==> src/rtl/cmp_irq_pkg.sv <==
package cmp_irq_pkg;

  localparam int REG_W    = 8;
  localparam int BIT_DIS  = 7;
  localparam int BIT_RSV6 = 6;
  localparam int BIT_LVL  = 5;
  localparam int BIT_FLG  = 4;
  localparam int BIT_IEN  = 3;
  localparam int BIT_RSV2 = 2;
  localparam int BIT_MDH  = 1;
  localparam int BIT_MDL  = 0;

  typedef enum logic [1:0] {
    MODE_ANY  = 2'b00,
    MODE_NONE = 2'b01,
    MODE_FALL = 2'b10,
    MODE_RISE = 2'b11
  } evt_mode_e;

  function automatic logic edge_match(evt_mode_e m, logic prev, logic cur);
    logic up, dn;
    up = cur & ~prev;
    dn = prev & ~cur;
    case (m)
      MODE_ANY:  edge_match = up | dn;
      MODE_FALL: edge_match = dn;
      MODE_RISE: edge_match = up;
      default:   edge_match = 1'b0;
    endcase
  endfunction

  function automatic logic flag_next(logic cur, logic set, logic clr);
    if (set)      flag_next = 1'b1;
    else if (clr) flag_next = 1'b0;
    else          flag_next = cur;
  endfunction

endpackage

==> src/rtl/cmp_sync.sv <==
module cmp_sync #(
  parameter int STAGES = 2
) (
  input  logic clk,
  input  logic rst_n,
  input  logic hold_off,
  input  logic din,
  output logic dout
);
  localparam int LAST = STAGES - 1;

  logic [LAST:0] sh;

  generate
    for (genvar i = 0; i < STAGES; i++) begin : g_stage
      if (i == 0) begin : g_first
        always_ff @(posedge clk or negedge rst_n) begin
          if (!rst_n)        sh[i] <= 1'b0;
          else if (hold_off) sh[i] <= 1'b0;
          else               sh[i] <= din;
        end
      end else begin : g_next
        always_ff @(posedge clk or negedge rst_n) begin
          if (!rst_n)        sh[i] <= 1'b0;
          else if (hold_off) sh[i] <= 1'b0;
          else               sh[i] <= sh[i-1];
        end
      end
    end
  endgenerate

  assign dout = sh[LAST];
endmodule

==> src/rtl/cmp_edge_det.sv <==
module cmp_edge_det
  import cmp_irq_pkg::*;
(
  input  logic      clk,
  input  logic      rst_n,
  input  logic      gate_off,
  input  evt_mode_e mode,
  input  logic      lvl,
  output logic      evt
);
  logic lvl_prev;

  always_ff @(posedge clk or negedge rst_n) begin
    if (!rst_n) lvl_prev <= 1'b0;
    else        lvl_prev <= lvl;
  end

  assign evt = ~gate_off & edge_match(mode, lvl_prev, lvl);
endmodule

==> src/rtl/cmp_csr_regs.sv <==
module cmp_csr_regs
  import cmp_irq_pkg::*;
(
  input  logic             clk,
  input  logic             rst_n,
  input  logic             wr_en,
  input  logic [REG_W-1:0] wr_data,
  input  logic             evt,
  input  logic             ack,
  input  logic             lvl,
  output logic             dis,
  output logic             ien,
  output logic             flag,
  output evt_mode_e        mode,
  output logic [REG_W-1:0] rd_data
);
  logic flag_clr;
  logic unused_wr_bits;

  assign unused_wr_bits = ^{wr_data[BIT_RSV6], wr_data[BIT_LVL], wr_data[BIT_RSV2]};
  assign flag_clr = ack | (wr_en & wr_data[BIT_FLG]);

  always_ff @(posedge clk or negedge rst_n) begin
    if (!rst_n) begin
      dis  <= 1'b0;
      ien  <= 1'b0;
      mode <= MODE_ANY;
    end else if (wr_en) begin
      dis  <= wr_data[BIT_DIS];
      ien  <= wr_data[BIT_IEN];
      mode <= evt_mode_e'(wr_data[BIT_MDH:BIT_MDL]);
    end
  end

  always_ff @(posedge clk or negedge rst_n) begin
    if (!rst_n) flag <= 1'b0;
    else        flag <= flag_next(flag, evt, flag_clr);
  end

  always_comb begin
    rd_data                  = '0;
    rd_data[BIT_DIS]         = dis;
    rd_data[BIT_LVL]         = lvl;
    rd_data[BIT_FLG]         = flag;
    rd_data[BIT_IEN]         = ien;
    rd_data[BIT_MDH:BIT_MDL] = mode;
  end
endmodule

==> src/rtl/cmp_irq_csr.sv <==
module cmp_irq_csr
  import cmp_irq_pkg::*;
#(
  parameter int SYNC_STAGES = 2
) (
  input  logic       clk,
  input  logic       rst_n,
  input  logic       cmp_raw,
  input  logic       wr_en,
  input  logic [7:0] wr_data,
  output logic [7:0] rd_data,
  input  logic       irq_ack,
  input  logic       gie,
  output logic       irq_req
);
  logic      lvl_sync;
  logic      evt_hit;
  logic      dis_q, ien_q, flag_q;
  evt_mode_e mode_q;

  cmp_sync #(.STAGES(SYNC_STAGES)) u_sync (
    .clk(clk), .rst_n(rst_n), .hold_off(dis_q), .din(cmp_raw), .dout(lvl_sync)
  );

  cmp_edge_det u_edge (
    .clk(clk), .rst_n(rst_n), .gate_off(dis_q), .mode(mode_q),
    .lvl(lvl_sync), .evt(evt_hit)
  );

  cmp_csr_regs u_regs (
    .clk(clk), .rst_n(rst_n), .wr_en(wr_en), .wr_data(wr_data),
    .evt(evt_hit), .ack(irq_ack), .lvl(lvl_sync),
    .dis(dis_q), .ien(ien_q), .flag(flag_q), .mode(mode_q), .rd_data(rd_data)
  );

  assign irq_req = flag_q & ien_q & gie;
endmodule

==> config.mk <==
export PLATFORM = sky130hd
export DESIGN_NAME = cmp_irq_csr
export DESIGN_NICKNAME = d
export VERILOG_FILES = /design/src/rtl/cmp_irq_pkg.sv /design/src/rtl/cmp_sync.sv /design/src/rtl/cmp_edge_det.sv /design/src/rtl/cmp_csr_regs.sv /design/src/rtl/cmp_irq_csr.sv
export SDC_FILE = /design/constraint.sdc
export NUM_CORES = 1
export LEC_CHECK = 0
export ABC_AREA = 0
export BUFFER_PORTS_ARGS = -buffer_cell sky130_fd_sc_hd__buf_2
export CAP_MARGIN = 20
export CORE_AREA = 2 2 39 41
export CTS_CLUSTER_DIAMETER = 40
export CTS_CLUSTER_SIZE = 8
export DETAILED_ROUTE_END_ITERATION = 8
export DIE_AREA = 0 0 41 43
export PLACE_DENSITY = 0.64
export SKIP_CTS_REPAIR_TIMING = 1
export SLEW_MARGIN = 25
export SYNTH_ARGS = -nofsm -noshare
export SYNTH_HDL_FRONTEND = slang
export SYNTH_SLANG_ARGS = --single-unit
==> constraint.sdc <==
create_clock -name clk -period 1.4 [get_ports clk]
set_clock_uncertainty 0.05 [all_clocks]
set_input_delay 0.21 -clock clk [delete_from_list [all_inputs] [get_ports clk]]
set_output_delay 0.21 -clock clk [all_outputs]
set_load 0.01 [all_outputs]
==> metrics <==
die boundary width 41 µm; WS Path Type reg -> reg; area delta synth->final 24.7%; placer congestion estimate 0.692; hold endpoint u_regs.ien; Hold Crit Start wr_data[3]; Worst-path clk slew 50 ps; pin count of the biggest net entering global routing 9; Setup violations, final 0; setup TNS 0 ps; Antenna diodes 0; die height 43 µm; total gr overflow 0; startpoint types register; reg2reg start u_sync.dout; Clock Latency Late Sink 240 ps; Post-Syn Area 390 µm²; area leader, netlist dfrtp_1; Initial Utilization 28.2%; run status finished clean; Routed Antenna Nets 0; asr flop ratio synth 100%; Core Area 1380 µm²; Seq/Total Area, Yosys 51.3%; PwrDens 1060 nW/µm²; synthesized flop and latch total 8; Slew Limit Fails 0; Top Ports 23; Global Route Usage Sum 9.53%; DR DRC count 0; CTS tree yes; number of global-route vias before repair 270; most instantiated cells after synthesis dfrtp_1, buf_4, mux2_1; Vias/cell 4.23; Place WS 158 ps; yosys warns 0; H-tree depth 1; post-synth cell types 14; CP arrival 1320 ps; Synth top area share 51.3%; first-pass GRT wire length 1.10 mm; Bufs on Longest Clock Path 2; count of input and output buffers 17; peak fanout along the critical path 4; WHS Path Cells 2; FILL cells 143; reg2reg end u_regs.flag; cts bufs inserted 3; MaxCap Viol Count 0; DR vias 271; top-count cell post-synth dfrtp_1; Max Clk Rate 816 MHz; final worst slack 175 ps; die area 1760 µm²; Fin. Hold Viols 0; Max IR drop VDD 435 µV; initial antenna violation count 0; Final period util 87.5%; Mean Syn Cell Area 12.2 µm²; Cells after Synth 32; R2R setup slack 170 ps; Leakage 0.251 nW; RSZ-0062 raised after global routing no; cell row count 14; number of synthesized flops with an enable pin 0; ys flop type dfrtp_1; Routed wire per std cell 9.98 µm; final wirelength 639 µm; Clock Sinks 8; Worst Hold Class in -> reg; drt initial violations 0; CTS root buf clkbuf_4; Post-DP HPWL 520 µm; Worst Path Required 1490 ps; element type at the critical path end register; Worst R2R Path Depth 5; nets@finish 66; minimum hold slack 131 ps; share of cells above drive strength 1 43.8%; Pre-antenna DRT Iters 1; fin crit period 1230 ps; top cells by area, synth dfrtp_1, buf_4, mux2_1, ha_1, o311ai_2
per-stage QoR:
stage / power (mW) / util, % / cells / area (µm²)
after floorplan: 0.328 / - / 33 / 394
after CTS: 0.527 / 34.4 / 63 / 477
after global placement: 0.349 / 32.8 / 60 / 454
after detailed placement: 0.353 / 32.8 / 60 / 454
final: 0.514 / 35.2 / 64 / 487
after global routing: 0.561 / 35.2 / 64 / 487
power by group:
part	switching [mW]	total [mW]	internal (mW)	leakage [nW]
clock network	0.0680	0.165	0.0974	0.0138
logic	0.0369	0.0780	0.0412	0.137
registers	0.0186	0.271	0.252	0.100
area by class of cell:
cell class | count | area (µm²) | area share (%)
multi-input combinational | 17 | 141 | 29.0
tap | 16 | 20.0 | 4.11
clock buffer | 3 | 22.5 | 4.63
timing repair buffer | 18 | 95.1 | 19.5
sequential | 8 | 200 | 41.1
inverter | 2 | 7.51 | 1.54
how the worst max path moves through the flow:
stage	from	to	slack [ps]	cells after the start
detailed placement	u_sync.dout	u_regs.flag	160	5
floorplan	u_sync.dout	u_regs.flag	240	5
CTS	u_sync.dout	u_regs.flag	150	5
global route	u_sync.dout	u_regs.flag	60	5
finish	u_sync.dout	u_regs.flag	170	5
global placement	u_sync.dout	u_regs.flag	210	5
cell families after synthesis:
kind of cell,after synthesis,synth area share (%)
AOI/OAI and AO/OA,2,5.45
adders and majority gates,2,6.41
buffers and inverters,8,13.5
DFF,8,51.3
muxes,4,11.5
other,1,0.961
and+or+nand+nor,7,10.9
state kept, by name (all words and copies together) (netlist names):
signal and cells:
u_regs.mode 2, u_sync.dout 1, u_regs.flag 1, u_edge.lvl_prev 1, u_regs.dis 1, u_regs.ien 1, u_sync.sh 1
per-layer routing:
metal  vias to the layer above  GRT usage [%]  part of all wire (%)
li1                        132              -                     -
met1                       127           11.3                    40
met2                        12           14.1                    52
met3                         0           3.14                   8.5
met4                         0           6.00                     0
met5                         -              0                     0
critical path: stages (launching register included):
cell,delay [ps]
dfrtp_1,370
inv_1,50
ha_1,280
nor2_1,100
a21oi_1,60
o311ai_2,220
cell usage in the layout, fill, tap and decap left out:
cell           instances
a21oi_1                1
and3_1                 1
buf_2                 17
clkbuf_4               3
conb_1                 2
dfrtp_1                8
dlygate4sd3_1          1
ha_1                   2
inv_1                  2
mux2_1                 4
nand2_1                1
nand3b_1               1
nand4b_1               1
nor2_1                 1
nor2b_1                2
o311ai_2               1
Power figures use the tool's default switching activity.
